### config.mk
export PLATFORM = sky130hd
export DESIGN_NAME = phy_led_ctrl
export DESIGN_NICKNAME = d
export VERILOG_FILES = /design/src/rtl/phy_led_pkg.sv /design/src/rtl/phy_led_regs.sv /design/src/rtl/phy_led_blink.sv /design/src/rtl/phy_led_pulse.sv /design/src/rtl/phy_led_ctrl.sv
export SDC_FILE = /design/constraint.sdc
export NUM_CORES = 1
export LEC_CHECK = 0
export ABC_AREA = 0
export ABC_CLOCK_PERIOD_IN_PS = 6100
export BUFFER_PORTS_ARGS = -buffer_cell sky130_fd_sc_hd__buf_2
export CAP_MARGIN = 20
export CORE_AREA = 2 2 178 180
export CTS_CLUSTER_SIZE = 16
export DETAILED_ROUTE_END_ITERATION = 12
export DIE_AREA = 0 0 180 182
export HOLD_SLACK_MARGIN = 0.1
export SLEW_MARGIN = 20
export SYNTH_ARGS = -nofsm -noshare
export SYNTH_HDL_FRONTEND = slang
export SYNTH_SLANG_ARGS = --single-unit
### constraint.sdc
create_clock -name clk -period 6.1 [get_ports clk]
set_input_delay 1.22 -clock clk [delete_from_list [all_inputs] [get_ports clk]]
set_output_delay 1.22 -clock clk [all_outputs]
set_load 0.02 [all_outputs]
### src/rtl/phy_led_pkg.sv
package phy_led_pkg;

  localparam logic [1:0] SPD_10   = 2'd0;
  localparam logic [1:0] SPD_100  = 2'd1;
  localparam logic [1:0] SPD_1000 = 2'd2;

  typedef struct packed {
    logic       link_up;
    logic [1:0] speed;
    logic       pdown;
    logic       eee;
    logic       aneg;
    logic       abist;
    logic       cdiag;
    logic       test;
  } phy_stat_t;

  // 4-bit per-LED condition selector
  function automatic logic sel_hit(input logic [3:0] code, input phy_stat_t st);
    logic [2:0] spd_oh;
    logic       hit;
    case (st.speed)
      SPD_10:   spd_oh = 3'b001;
      SPD_100:  spd_oh = 3'b010;
      SPD_1000: spd_oh = 3'b100;
      default:  spd_oh = 3'b000;
    endcase
    if (!code[3]) begin
      hit = st.link_up && (|(code[2:0] & spd_oh));
    end else begin
      case (code[2:0])
        3'd0:    hit = st.pdown;
        3'd1:    hit = st.eee;
        3'd2:    hit = st.aneg;
        3'd3:    hit = st.abist;
        3'd4:    hit = st.cdiag;
        default: hit = 1'b0;
      endcase
    end
    return hit;
  endfunction

  // 3-bit global trigger selector
  function automatic logic trig_hit(input logic [2:0] code, input phy_stat_t st);
    logic hit;
    case (code)
      3'd1:    hit = st.link_up;
      3'd2:    hit = st.pdown;
      3'd3:    hit = st.eee;
      3'd4:    hit = st.aneg;
      3'd5:    hit = st.abist;
      3'd6:    hit = st.cdiag;
      3'd7:    hit = st.test;
      default: hit = 1'b0;
    endcase
    return hit;
  endfunction

  function automatic logic [7:0] led_hi_rst(input int idx);
    case (idx)
      0:       return 8'h70;
      1:       return 8'h20;
      2:       return 8'h40;
      3:       return 8'h40;
      default: return 8'h00;
    endcase
  endfunction

  function automatic logic [7:0] led_lo_rst(input int idx);
    case (idx)
      0:       return 8'h03;
      3:       return 8'h20;
      default: return 8'h00;
    endcase
  endfunction

endpackage

### src/rtl/phy_led_regs.sv
module phy_led_regs
  import phy_led_pkg::*;
#(
  parameter int NUM_LEDS = 4,
  parameter int ADDR_W   = 4
) (
  input  logic                     clk,
  input  logic                     rst_n,
  input  logic                     wr_en,
  input  logic [ADDR_W-1:0]        wr_addr,
  input  logic [15:0]              wr_data,
  input  logic [ADDR_W-1:0]        rd_addr,
  output logic [15:0]              rd_data,
  output logic [1:0]               fast_rate,
  output logic [1:0]               slow_rate,
  output logic [2:0]               inv_code,
  output logic [2:0]               scan_code,
  output logic [2:0]               grp_code,
  output logic [NUM_LEDS-1:0][7:0] led_hi,
  output logic [NUM_LEDS-1:0][7:0] led_lo
);

  logic glb_hi_we;
  logic glb_lo_we;

  assign glb_hi_we = wr_en && (wr_addr == ADDR_W'(0));
  assign glb_lo_we = wr_en && (wr_addr == ADDR_W'(1));

  always_ff @(posedge clk or negedge rst_n) begin
    if (!rst_n) begin
      fast_rate <= 2'd3;
      slow_rate <= 2'd0;
      inv_code  <= 3'd5;
    end else if (glb_hi_we) begin
      fast_rate <= wr_data[7:6];
      slow_rate <= wr_data[5:4];
      inv_code  <= wr_data[2:0];
    end
  end

  always_ff @(posedge clk or negedge rst_n) begin
    if (!rst_n) begin
      scan_code <= 3'd6;
      grp_code  <= 3'd7;
    end else if (glb_lo_we) begin
      scan_code <= wr_data[6:4];
      grp_code  <= wr_data[2:0];
    end
  end

  for (genvar i = 0; i < NUM_LEDS; i++) begin : g_led_reg
    logic hi_we;
    logic lo_we;
    assign hi_we = wr_en && (wr_addr == ADDR_W'(2 + 2 * i));
    assign lo_we = wr_en && (wr_addr == ADDR_W'(3 + 2 * i));

    always_ff @(posedge clk or negedge rst_n) begin
      if (!rst_n) begin
        led_hi[i] <= led_hi_rst(i);
      end else if (hi_we) begin
        led_hi[i] <= wr_data[7:0];
      end
    end

    always_ff @(posedge clk or negedge rst_n) begin
      if (!rst_n) begin
        led_lo[i] <= led_lo_rst(i);
      end else if (lo_we) begin
        led_lo[i] <= wr_data[7:0];
      end
    end
  end

  always_comb begin
    rd_data = 16'h0000;
    if (rd_addr == ADDR_W'(0)) begin
      rd_data = {8'h00, fast_rate, slow_rate, 1'b0, inv_code};
    end else if (rd_addr == ADDR_W'(1)) begin
      rd_data = {8'h00, 1'b0, scan_code, 1'b0, grp_code};
    end
    for (int i = 0; i < NUM_LEDS; i++) begin
      if (rd_addr == ADDR_W'(2 + 2 * i)) rd_data = {8'h00, led_hi[i]};
      if (rd_addr == ADDR_W'(3 + 2 * i)) rd_data = {8'h00, led_lo[i]};
    end
  end

  AST_GLB_WRITE: assert property (@(posedge clk) disable iff (!rst_n)
    glb_hi_we |=> (fast_rate == $past(wr_data[7:6]) && inv_code == $past(wr_data[2:0])));

endmodule

### src/rtl/phy_led_blink.sv
module phy_led_blink #(
  parameter int NUM_LEDS = 4,
  parameter int TICK_DIV = 2,
  parameter int SCAN_W   = 2
) (
  input  logic              clk,
  input  logic              rst_n,
  input  logic              ref_tick,
  input  logic [1:0]        fast_rate,
  input  logic [1:0]        slow_rate,
  output logic              fast_wave,
  output logic              slow_wave,
  output logic [SCAN_W-1:0] scan_pos
);

  localparam int DIV_W = (TICK_DIV > 1) ? $clog2(TICK_DIV) : 1;

  logic [DIV_W-1:0]  div_cnt, div_nxt;
  logic [3:0]        phase, phase_nxt;
  logic              step;
  logic              fast_nxt, slow_nxt;
  logic [SCAN_W-1:0] scan_nxt;

  always_comb begin
    step      = ref_tick && (div_cnt == DIV_W'(TICK_DIV - 1));
    div_nxt   = step ? '0 : div_cnt + DIV_W'(1);
    phase_nxt = phase + 4'd1;
    // rate code r picks phase bit 3-r, i.e. the bitwise inverse of r
    fast_nxt  = phase_nxt[~fast_rate];
    slow_nxt  = phase_nxt[~slow_rate];
    scan_nxt  = (scan_pos == SCAN_W'(NUM_LEDS - 1)) ? '0 : scan_pos + SCAN_W'(1);
  end

  always_ff @(posedge clk or negedge rst_n) begin
    if (!rst_n) begin
      div_cnt <= '0;
    end else if (ref_tick) begin
      div_cnt <= div_nxt;
    end
  end

  always_ff @(posedge clk or negedge rst_n) begin
    if (!rst_n) begin
      phase     <= 4'd0;
      fast_wave <= 1'b0;
      slow_wave <= 1'b0;
      scan_pos  <= '0;
    end else if (step) begin
      phase     <= phase_nxt;
      fast_wave <= fast_nxt;
      slow_wave <= slow_nxt;
      scan_pos  <= scan_nxt;
    end
  end

  AST_WAVE_HOLD: assert property (@(posedge clk) disable iff (!rst_n)
    !step |=> ($stable(fast_wave) && $stable(slow_wave)));

  AST_SCAN_MOVES: assert property (@(posedge clk) disable iff (!rst_n)
    (step && NUM_LEDS > 1) |=> (scan_pos != $past(scan_pos)));

endmodule

### src/rtl/phy_led_pulse.sv
module phy_led_pulse #(
  parameter int PULSE_LEN = 4
) (
  input  logic       clk,
  input  logic       rst_n,
  input  logic [2:0] mask_i,
  input  logic [2:0] act_i,
  output logic       pulse_o
);

  localparam int CNT_W = $clog2(PULSE_LEN + 1);

  logic [CNT_W-1:0] cnt, cnt_nxt;
  logic             hit;
  logic             cnt_en;

  always_comb begin
    hit    = |(mask_i & act_i);
    cnt_en = (cnt != '0) || hit;
    if (cnt != '0) begin
      cnt_nxt = cnt - CNT_W'(1);
    end else begin
      cnt_nxt = CNT_W'(PULSE_LEN);
    end
  end

  always_ff @(posedge clk or negedge rst_n) begin
    if (!rst_n) begin
      cnt <= '0;
    end else if (cnt_en) begin
      cnt <= cnt_nxt;
    end
  end

  assign pulse_o = (cnt != '0);

  AST_PULSE_START: assert property (@(posedge clk) disable iff (!rst_n)
    (cnt == '0 && hit) |=> (cnt == CNT_W'(PULSE_LEN)));

  AST_PULSE_NO_RETRIG: assert property (@(posedge clk) disable iff (!rst_n)
    (cnt != '0) |=> (cnt == $past(cnt) - CNT_W'(1)));

endmodule

### src/rtl/phy_led_ctrl.sv
module phy_led_ctrl
  import phy_led_pkg::*;
#(
  parameter int NUM_LEDS  = 4,
  parameter int TICK_DIV  = 31250,
  parameter int PULSE_LEN = 3750000,
  localparam int ADDR_W   = $clog2(2 * NUM_LEDS + 2),
  localparam int SCAN_W   = (NUM_LEDS > 1) ? $clog2(NUM_LEDS) : 1
) (
  input  logic                clk,
  input  logic                rst_n,
  input  logic                ref_tick,
  input  logic                link_up,
  input  logic [1:0]          link_speed,
  input  logic                pdown,
  input  logic                eee_mode,
  input  logic                aneg_busy,
  input  logic                abist_busy,
  input  logic                cdiag_busy,
  input  logic                test_mode,
  input  logic                tx_act,
  input  logic                rx_act,
  input  logic                col_evt,
  input  logic                wr_en,
  input  logic [ADDR_W-1:0]   wr_addr,
  input  logic [15:0]         wr_data,
  input  logic [ADDR_W-1:0]   rd_addr,
  output logic [15:0]         rd_data,
  output logic [NUM_LEDS-1:0] led_o
);

  phy_stat_t               stat;
  logic [1:0]              fast_rate, slow_rate;
  logic [2:0]              inv_code, scan_code, grp_code;
  logic [NUM_LEDS-1:0][7:0] led_hi, led_lo;
  logic                    fast_wave, slow_wave;
  logic [SCAN_W-1:0]       scan_pos;
  logic [2:0]              act_vec;
  logic                    scan_act, inv_act, grp_act;
  logic [NUM_LEDS-1:0]     pulse_on;
  logic [NUM_LEDS-1:0]     led_nxt;

  always_comb begin
    stat.link_up = link_up;
    stat.speed   = link_speed;
    stat.pdown   = pdown;
    stat.eee     = eee_mode;
    stat.aneg    = aneg_busy;
    stat.abist   = abist_busy;
    stat.cdiag   = cdiag_busy;
    stat.test    = test_mode;
  end

  assign act_vec  = {col_evt, rx_act, tx_act};
  assign scan_act = trig_hit(scan_code, stat);
  assign inv_act  = trig_hit(inv_code, stat);
  assign grp_act  = trig_hit(grp_code, stat);

  phy_led_regs #(
    .NUM_LEDS (NUM_LEDS),
    .ADDR_W   (ADDR_W)
  ) u_regs (
    .clk       (clk),
    .rst_n     (rst_n),
    .wr_en     (wr_en),
    .wr_addr   (wr_addr),
    .wr_data   (wr_data),
    .rd_addr   (rd_addr),
    .rd_data   (rd_data),
    .fast_rate (fast_rate),
    .slow_rate (slow_rate),
    .inv_code  (inv_code),
    .scan_code (scan_code),
    .grp_code  (grp_code),
    .led_hi    (led_hi),
    .led_lo    (led_lo)
  );

  phy_led_blink #(
    .NUM_LEDS (NUM_LEDS),
    .TICK_DIV (TICK_DIV),
    .SCAN_W   (SCAN_W)
  ) u_blink (
    .clk       (clk),
    .rst_n     (rst_n),
    .ref_tick  (ref_tick),
    .fast_rate (fast_rate),
    .slow_rate (slow_rate),
    .fast_wave (fast_wave),
    .slow_wave (slow_wave),
    .scan_pos  (scan_pos)
  );

  for (genvar i = 0; i < NUM_LEDS; i++) begin : g_led
    logic on_hit, fast_hit, slow_hit, at_pos;

    phy_led_pulse #(
      .PULSE_LEN (PULSE_LEN)
    ) u_pulse (
      .clk     (clk),
      .rst_n   (rst_n),
      .mask_i  (led_lo[i][2:0]),
      .act_i   (act_vec),
      .pulse_o (pulse_on[i])
    );

    assign on_hit   = sel_hit(led_hi[i][7:4], stat);
    assign fast_hit = sel_hit(led_hi[i][3:0], stat);
    assign slow_hit = sel_hit(led_lo[i][7:4], stat);
    assign at_pos   = (scan_pos == SCAN_W'(i));

    always_comb begin
      if (scan_act)          led_nxt[i] = at_pos;
      else if (inv_act)      led_nxt[i] = !at_pos;
      else if (grp_act)      led_nxt[i] = fast_wave;
      else if (pulse_on[i])  led_nxt[i] = 1'b1;
      else if (fast_hit)     led_nxt[i] = fast_wave;
      else if (slow_hit)     led_nxt[i] = slow_wave;
      else                   led_nxt[i] = on_hit;
    end
  end

  always_ff @(posedge clk or negedge rst_n) begin
    if (!rst_n) begin
      led_o <= '0;
    end else begin
      led_o <= led_nxt;
    end
  end

  AST_SCAN_SINGLE: assert property (@(posedge clk) disable iff (!rst_n)
    scan_act |=> ($countones(led_o) == 1));

  AST_INV_SCAN: assert property (@(posedge clk) disable iff (!rst_n)
    (!scan_act && inv_act) |=> ($countones(led_o) == NUM_LEDS - 1));

  AST_GROUP_BLINK: assert property (@(posedge clk) disable iff (!rst_n)
    (!scan_act && !inv_act && grp_act) |=> ((&led_o) || !(|led_o)));

  AST_PULSE_WINS: assert property (@(posedge clk) disable iff (!rst_n)
    (!scan_act && !inv_act && !grp_act && pulse_on[0]) |=> led_o[0]);

endmodule

Yosys cells after proc, flatten, opt, wreduce, memory -nomap -nowiden
Cells that the tools add are included.
- register bits: 192
- input port bits: 40
- output and inout bits: 20
- word-level logic and storage cells: 282
- $add $sub $neg: 7
- magnitude comparators: 2
- eq/ne operators: 93
- multiplexer cells: 72
- bitwise gates (word level): 18
- reduce and logical (&&, ||, !) cells: 67
- operator list (operator ; number):
    $mux 16 ; 9
    $eq 3x2->1 const B ; 30
    $mux 22 ; 4
    $reduce_bool 22->1 ; 4
    $sub 22x1->22 const B ; 4
    $eq 3x3->1 const B ; 24
    $pmux 1 s5 ; 12
    $and 3x3->3 ; 16
    $reduce_or 3->1 ; 16
    $eq 3x1->1 const B ; 15
    $mux 1 ; 38
    $logic_not 3->1 ; 12
    $eq 4x3->1 const B ; 8
    $logic_and 1x1->1 ; 23
    $pmux 1 s7 ; 3
    $eq 4x2->1 const B ; 4
    $eq 4x4->1 const B ; 4
    $add 15x1->15 const B ; 1
    $eq 15x15->1 const B ; 1
    $mux 15 ; 1
    $pmux 3 s3 ; 1
    $eq 4x1->1 const B ; 2
    $logic_not 4->1 ; 2
    $mux 7 ; 1
    11 further kinds ; 24

Logic depth before layout (Yosys ltp)
Gate-level depths: netlist (run 1).
- depth after elaboration: 12
- depth in mapped cells: 9

Hierarchy
Synthesis (run 1) repeated with hierarchy kept, for this count alone.
- cells, all modules: 1043
- area total of the unflattened synthesis: 11437.2 um2
- by module, submodules not included (module ; instances ; cells an instance ; area an instance (um2) ; sequential area each (um2)):
    phy_led_regs ; 1 ; 294 ; 3797.4 ; 1949.4
    phy_led_pulse (g_led[0].u_pulse ...) ; 2 ; 117 ; 1298.7 ; 550.5
    phy_led_ctrl ; 1 ; 174 ; 1468.9 ; 100.1
    phy_led_blink ; 1 ; 110 ; 1198.6 ; 575.6
    phy_led_pulse (g_led[3].u_pulse) ; 1 ; 115 ; 1191.1 ; 550.5
    phy_led_pulse (g_led[2].u_pulse) ; 1 ; 116 ; 1183.6 ; 550.5

Worst setup path after synthesis (run 1)
OpenSTA, ideal clock, no wires.
- path kind: input port to output port
- start: input port rd_addr[0]
- end: output port rd_data[0]
- arrival: 2969 ps
- data required time: 4880 ps
- slack: 1911 ps
- cell stages on the path: 7
- buffers on the path: 3
- path through: clkbuf_1 -> clkbuf_1 -> clkbuf_1 -> nor2_1 -> nor3_1 -> nor3_1 -> a211oi_1
- word-level cells in the longest chain between the ends: 11
- elaborated cells on any way between the ends: 20
- classes of those cells: eq/ne (9); mux (10); reduce/logical (1)
- ends and longest elaborated chain (what ; RTL line ; RTL):
    start: declaration ; phy_led_ctrl.sv:27 ; input logic [ADDR_W-1:0] rd_addr,
    $eq 4x1->1 ; phy_led_regs.sv:78 ; end else if (rd_addr == ADDR_W'(1)) begin
    $mux 7 ; phy_led_regs.sv:78 ;
    $mux 16 ; phy_led_regs.sv:76 ; if (rd_addr == ADDR_W'(0)) begin
    $mux 16 ; phy_led_regs.sv:82 ; if (rd_addr == ADDR_W'(2 + 2 * i)) rd_data = {8'h00, led_hi[i]};
    $mux 16 ; phy_led_regs.sv:83 ; if (rd_addr == ADDR_W'(3 + 2 * i)) rd_data = {8'h00, led_lo[i]};
    $mux 16 ; phy_led_regs.sv:82 ;
    $mux 16 ; phy_led_regs.sv:83 ;
    $mux 16 ; phy_led_regs.sv:82 ;
    $mux 16 ; phy_led_regs.sv:83 ;
    $mux 16 ; phy_led_regs.sv:82 ;
    $mux 16 (*) ; phy_led_regs.sv:83 ;
    end: declaration ; phy_led_ctrl.sv:28 ; output logic [15:0] rd_data,
Every way passes the cells marked *; elsewhere a longest branch is shown, timed or not.

Final worst setup path (run 1)
- start: input port rd_addr[2]
- end: output port rd_data[7]
- word-level cells in the longest chain between the ends: 10
- elaborated cells on any way between the ends: 18
- classes of those cells: eq/ne (8); mux (9); reduce/logical (1)
- ends and longest elaborated chain (what ; RTL line):
    $logic_not 4->1 ; phy_led_regs.sv:76
    $mux 16 ; phy_led_regs.sv:76
    $mux 16 ; phy_led_regs.sv:82
    $mux 16 ; phy_led_regs.sv:83
    $mux 16 ; phy_led_regs.sv:82
    $mux 16 ; phy_led_regs.sv:83
    $mux 16 ; phy_led_regs.sv:82
    $mux 16 ; phy_led_regs.sv:83
    $mux 16 ; phy_led_regs.sv:82
    $mux 16 (*) ; phy_led_regs.sv:83
Marked as above.

==> results of run 1 <==
-- through the flow --
step	utilization, %	instances	area, µm²	total power, µW	hold WS (ns)
5_1_grt	38.4	1443	11900	3650	0.493
2_1_floorplan	-	1008	10700	2080	0.434
3_5_place_dp	36.4	1411	11300	2310	0.451
4_1_cts	38.4	1443	11900	3510	0.465
3_3_place_gp	36.4	1411	11300	2300	0.451
6_report	38.4	1443	11900	3470	0.465
-- synth_stat cells (all sizes together) (24+ instances only) --
cell	instances	area, µm²
a21oi	34	170
clkbuf	27	101
dfrtp	174	4350
inv	24	90.1
mux2	89	1000
mux2i	44	440
nand2	72	270
nor2	71	269
nor3	32	170
o21ai	48	240
xnor2	35	307
xor2	32	280
-- flip-flops by register name, indices dropped and copies added (netlist names) --
signal and count:
u_regs.fast_rate 2, u_blink.fast_wave 1, u_regs.led_hi 32, u_blink.scan_pos 2, u_blink.slow_wave 1, led_o 4, u_regs.inv_code 3, u_regs.led_lo 32
u_blink.div_cnt 15, u_regs.slow_rate 2, u_regs.scan_code 3, g_led.u_pulse.cnt 88, u_blink.phase 4, u_regs.grp_code 3
-- logic make-up after synthesis --
group           count (synthesis)
simple gates                  346
flops                         192
buf+inv                        71
other cells                     1
compound gates                161
mux                           152
fa+ha+maj                      11
xor+xnor                       67
-- layer usage --
| metal | track usage, % | wire length [µm] | share of wire (%) |
|---|---|---|---|
| met5 | 0 | 0 | 0 |
| met4 | 5.33 | 450 | 1.8 |
| met3 | 2.81 | 1090 | 4.3 |
| met2 | 24.6 | 11600 | 46 |
| met1 | 22.3 | 12200 | 48 |
-- worst min-delay path by stage --
stage / to
final: g_led[0].u_pulse.cnt[4]
after global routing: g_led[0].u_pulse.cnt[4]
after CTS: g_led[0].u_pulse.cnt[4]
after detailed placement: g_led[0].u_pulse.cnt[4]
after global placement: g_led[1].u_pulse.cnt[18]
after floorplan: g_led[3].u_pulse.cnt[9]
-- critical path: cells and delay by family --
| family | cells | cell delay [ns] |
|---|---|---|
| AOI/OAI and AO/OA | 3 | 0.57 |
| and+or+nand+nor | 2 | 1.01 |
| buffers and inverters | 2 | 0.41 |
-- cell type report --
| type | instances | area (µm²) |
|---|---|---|
| fill | 3018 | 19100 |
| inverter | 24 | 90.1 |
| multi-input combinational | 745 | 5590 |
| timing repair buffer | 48 | 274 |
| sequential | 192 | 4830 |
| tap | 402 | 503 |
| clock inverter | 14 | 180 |
| clock buffer | 18 | 439 |
-- report_power, final --
part	switching, µW	internal [µW]
registers	195	1450
logic	315	331
clock network	520	665
==> metrics.cfg, run 1 <==
[synthesis]
muxShareOfSynthArea_pct=17.5
avgSynthCellArea_um2=10.7
synthSimpleGateAreaFrac_pct=17.8
synth_edf_count=0
synthesis.area_um2=10700
synth_seq_cells=192
netlist_instances=1001
ys_seq_area_share_pct=45.1
synth_xor_area_share_pct=5.49
synth_top_family_by_area=simple AND/OR/NAND/NOR gates
yosysWarnings=0
synth_compound_area_share_pct=9.93
synthAdderAreaFrac_pct=1.29
ys_types=72
ys.flop_type=dfrtp_1
asyncSetResetFlopFracSynth_pct=100

[sta]
final.period_utilization_pct=72.6
hold_violations=0
finalCriticalPeriod_ns=4.43
finalWorstSetupSlack_ns=1.67
max_freq_ghz=0.226
relSlewSlack_pct=29.1
fin_tns_setup_ns=0
worstMarginPinSlew_ns=1.06
setup_violations=0
rsz0062_at_grt=false
finClkSkew_ns=0.00727
drv_slew=0

[critical_path]
cp.required_ns=4.88
worstSetupPathType=primary input to output pin
cpMostUsedCell=buf_2
timing.reg2reg.worst_path_depth=8
slowest_stage=nor3_1
startpoint_type=primary input
crit_chain=buf_2 -> nand2b_1 -> nor3_1 -> a221oi_1 -> o211ai_1 -> o21a_1 -> buf_2
crit_path_end_kind=output pin
regToRegStartpoint=g_led[1].u_pulse.cnt[0]
critPathMaxStageDelay_ns=0.77
critPathCapture=rd_data[7]
cp-startpoint=rd_addr[2]
timing.rr.end=g_led[1].u_pulse.cnt[17]
cp_max_fo=16
worstPathArrival_ns=3.21
r2r_setup_slack_ns=3.36

[final_layout]
antenna_cells=0
layout_commonest_cell=dfrtp_1
fin_nets=1079
syn_to_final_growth_pct=11.3
final_cell_mix=dfrtp_1 (174), mux2_2 (89), nand2_1 (72)
drive_gt1_share_pct=21.0

[cts]
cts_buffer_depth=2
clkTransAtPathRegs_ns=0.07
cts_max_level=4
cts.sinks=192
cts_tree=built
cts_resized=0
cts_buffers=17
clock_latency_ns=0.44
root_buffer=clkbuf_16
postCtsSetupBuffers=0
hold_buffers=0

[global_routing]
grt_antenna_before_repair=0
grt_pass1_vias=7653
grt_max_degree=124
grt_remaining_overflow=0
grt_pass1_wl_mm=41.6
gr-usage-all-layers_pct=15.8

[floorplanning]
fp.dieW_um=180
start_util_pct=34.5
die_h_um=182
die-area_um2=32800
placementRows=65
ios=60
core_um2=31000

[place]
place_ws_ns=1.75
place_congestion=0.815
io_buffers=43
hpwl_mm=17.7

[pwr]
p_per_area_nw_per_um2=292
p_leak_uw=0.00487
peakVddDrop_uv=193

[drt]
vias=7835
drcViolationCount=0
first_pass_iters=5
detail_route.iter0.violations=521
drt-total-wl_mm=25.3
wire_per_inst_um=17.5
drtAntennaViolNets=0
via_per_inst=5.43

[status]
status=finished clean

[min_path]
holdCritStartpoint=g_led[0].u_pulse.cnt[4]
holdPathStages=1
hold_class=register to register

[job]
cap_violations=0

(Power assumes the default switching activity.)
==> run 2: changes to the inputs <==
--- a/config.mk
+++ b/config.mk
@@ -6,7 +6,7 @@
 export NUM_CORES = 1
 export LEC_CHECK = 0
 export ABC_AREA = 0
-export ABC_CLOCK_PERIOD_IN_PS = 6100
+export ABC_CLOCK_PERIOD_IN_PS = 4000
 export BUFFER_PORTS_ARGS = -buffer_cell sky130_fd_sc_hd__buf_2
 export CAP_MARGIN = 20
 export CORE_AREA = 2 2 178 180
==> constraint.sdc (replaced) <==
create_clock -name clk -period 4 [get_ports clk]
set_input_delay 0.8 -clock clk [delete_from_list [all_inputs] [get_ports clk]]
set_output_delay 0.8 -clock clk [all_outputs]
set_load 0.02 [all_outputs]
==> run 2 against run 1 <==
  * Final area grew 0.13%
  * Power grew 50%
  * Clock skew rose by 0.0068 ns
  * Flip-flop and latch count stayed put
  * Clock power increased by 43%
  * Sequential power is 52% higher
  * Hold slack lost 0.092 ns
  * Count of clock-buffer cells in the layout did not move
  * Core utilization about the same
==> metrics.cfg, run 2 (synthesized netlist as in run 1, its figures left out) <==
[final_layout]
register_area_um2=4830
syn_to_final_growth_pct=11.4
biggestRegsByFlops=g_led.u_pulse.cnt: 88 flops, u_regs.led_hi: 32 flops, u_regs.led_lo: 32 flops
fin_nets=1086
largest_register_ffs=88
drive_gt1_share_pct=21.5
antenna_cells=0
final_cell_mix=dfrtp_1 (174), mux2_2 (89), nand2_1 (72)
layout_commonest_cell=dfrtp_1
fillerInstances=3016
multiInputGateArea_um2=5590
regMostFlops=g_led.u_pulse.cnt

[cts]
cts_max_level=4
root_buffer=clkbuf_16
hold_buffers=0
cts.sinks=192
clock_latency_ns=0.44
cts_resized=0
cts_tree=built
cts_buffers=17
cts_buffer_depth=2
clkTransAtPathRegs_ns=0.07
postCtsSetupBuffers=0

[global_routing]
grt_antenna_before_repair=0
grt_pass1_wl_mm=41.7
grt_pass1_vias=7540
grt_remaining_overflow=0
grt_max_degree=82
gr-usage-all-layers_pct=15.9

[sta]
worstMarginPinSlew_ns=1.06
rsz0062_at_grt=false
setup_violations=0
drv_slew=0
hold_violations=0
finalCriticalPeriod_ns=3.53
final.period_utilization_pct=88.1
relSlewSlack_pct=29.0
max_freq_ghz=0.284
fin_tns_setup_ns=0
finClkSkew_ns=0.0141

[critical_path]
crit_path_end_kind=output pin
r2r_setup_slack_ns=1.28
cp_max_fo=16
cp.required_ns=3.20
worstSetupPathType=primary input to output pin
worstPathArrival_ns=2.73
startpoint_type=primary input

[floorplanning]
start_util_pct=34.5
placementRows=65
fp.dieW_um=180
die-area_um2=32800
die_h_um=182
core_um2=31000
ios=60

[status]
status=finished clean

[place]
place_congestion=0.827
io_buffers=43
hpwl_mm=17.9

[drt]
drcViolationCount=0
wl_met3_um=848
first_pass_iters=5
drtAntennaViolNets=0
detail_route.iter0.violations=617
dr_wl_met2_mm=11.8
drt-total-wl_mm=25.4
met1Wirelength_mm=12.5
vias=7821
top_layer_used=met4
via_per_inst=5.39
wire_per_inst_um=17.5

[pwr]
power_uw=5200
p_per_area_nw_per_um2=437
p_leak_uw=0.00487
peakVddDrop_uv=214

[min_path]
hold_class=primary input to async pin

[job]
cap_violations=0

## run 2: cell count changes in the layout (fill, tap and decap cells not counted), sizes merged
cell      before  now
inv           29   30
clkinv         5    4
buf           47   54
clkinvlp       1    3
bufinv         3    1
## run 2: metal layers
layer,track usage [%],up-vias
met1,23.1,3920
met2,25.0,142
met3,2.31,15
li1,-,3744
met5,0,-
met4,3.97,0
## run 2: worst paths after layout
kind | cells past startpoint | end | startpoint
worst max-delay path | 7 | rd_data[7] | rd_addr[2]
worst min-delay path | 1 | u_blink.div_cnt[6] | rst_n
worst max register to register | 8 | g_led[1].u_pulse.cnt[17] | g_led[1].u_pulse.cnt[0]
worst min register to register | 1 | g_led[0].u_pulse.cnt[4] | g_led[0].u_pulse.cnt[4]
max in group asynchronous | 2 | u_regs.led_hi[10] | rst_n
min in group clk | 1 | g_led[0].u_pulse.cnt[4] | g_led[0].u_pulse.cnt[4]
## run 2: metrics by stage
step	util (%)	cell area, µm²	worst slack, ns	cells	hold slack, ns
after global placement	36.6	11300	0.556	1418	0.452
after global routing	38.4	11900	0.340	1450	0.440
after CTS	38.4	11900	0.513	1450	0.418
after floorplan	-	10700	0.651	1008	0.434
after detailed placement	36.6	11300	0.514	1418	0.455
final	38.4	11900	0.474	1450	0.372
## run 2: layout make-up
class / instances / area share (%)
clock buffer: 18 / 3.60
clock inverter: 14 / 1.28
inverter: 24 / 0.756
multi-input combinational: 745 / 46.9
sequential: 192 / 40.5
tap: 402 / 4.22
timing repair buffer: 55 / 2.74
## run 2: power by group
| part | switching (µW) | internal [µW] |
|---|---|---|
| Clock | 820 | 884 |
| Combinational | 483 | 513 |
| Sequential | 296 | 2210 |
## run 2: worst max-delay path: stages
cell	delay, ns
buf_2	0.23
nand2b_1	0.24
nor3_1	0.72
a221oi_1	0.22
o211ai_1	0.15
o21a_1	0.19
buf_2	0.18
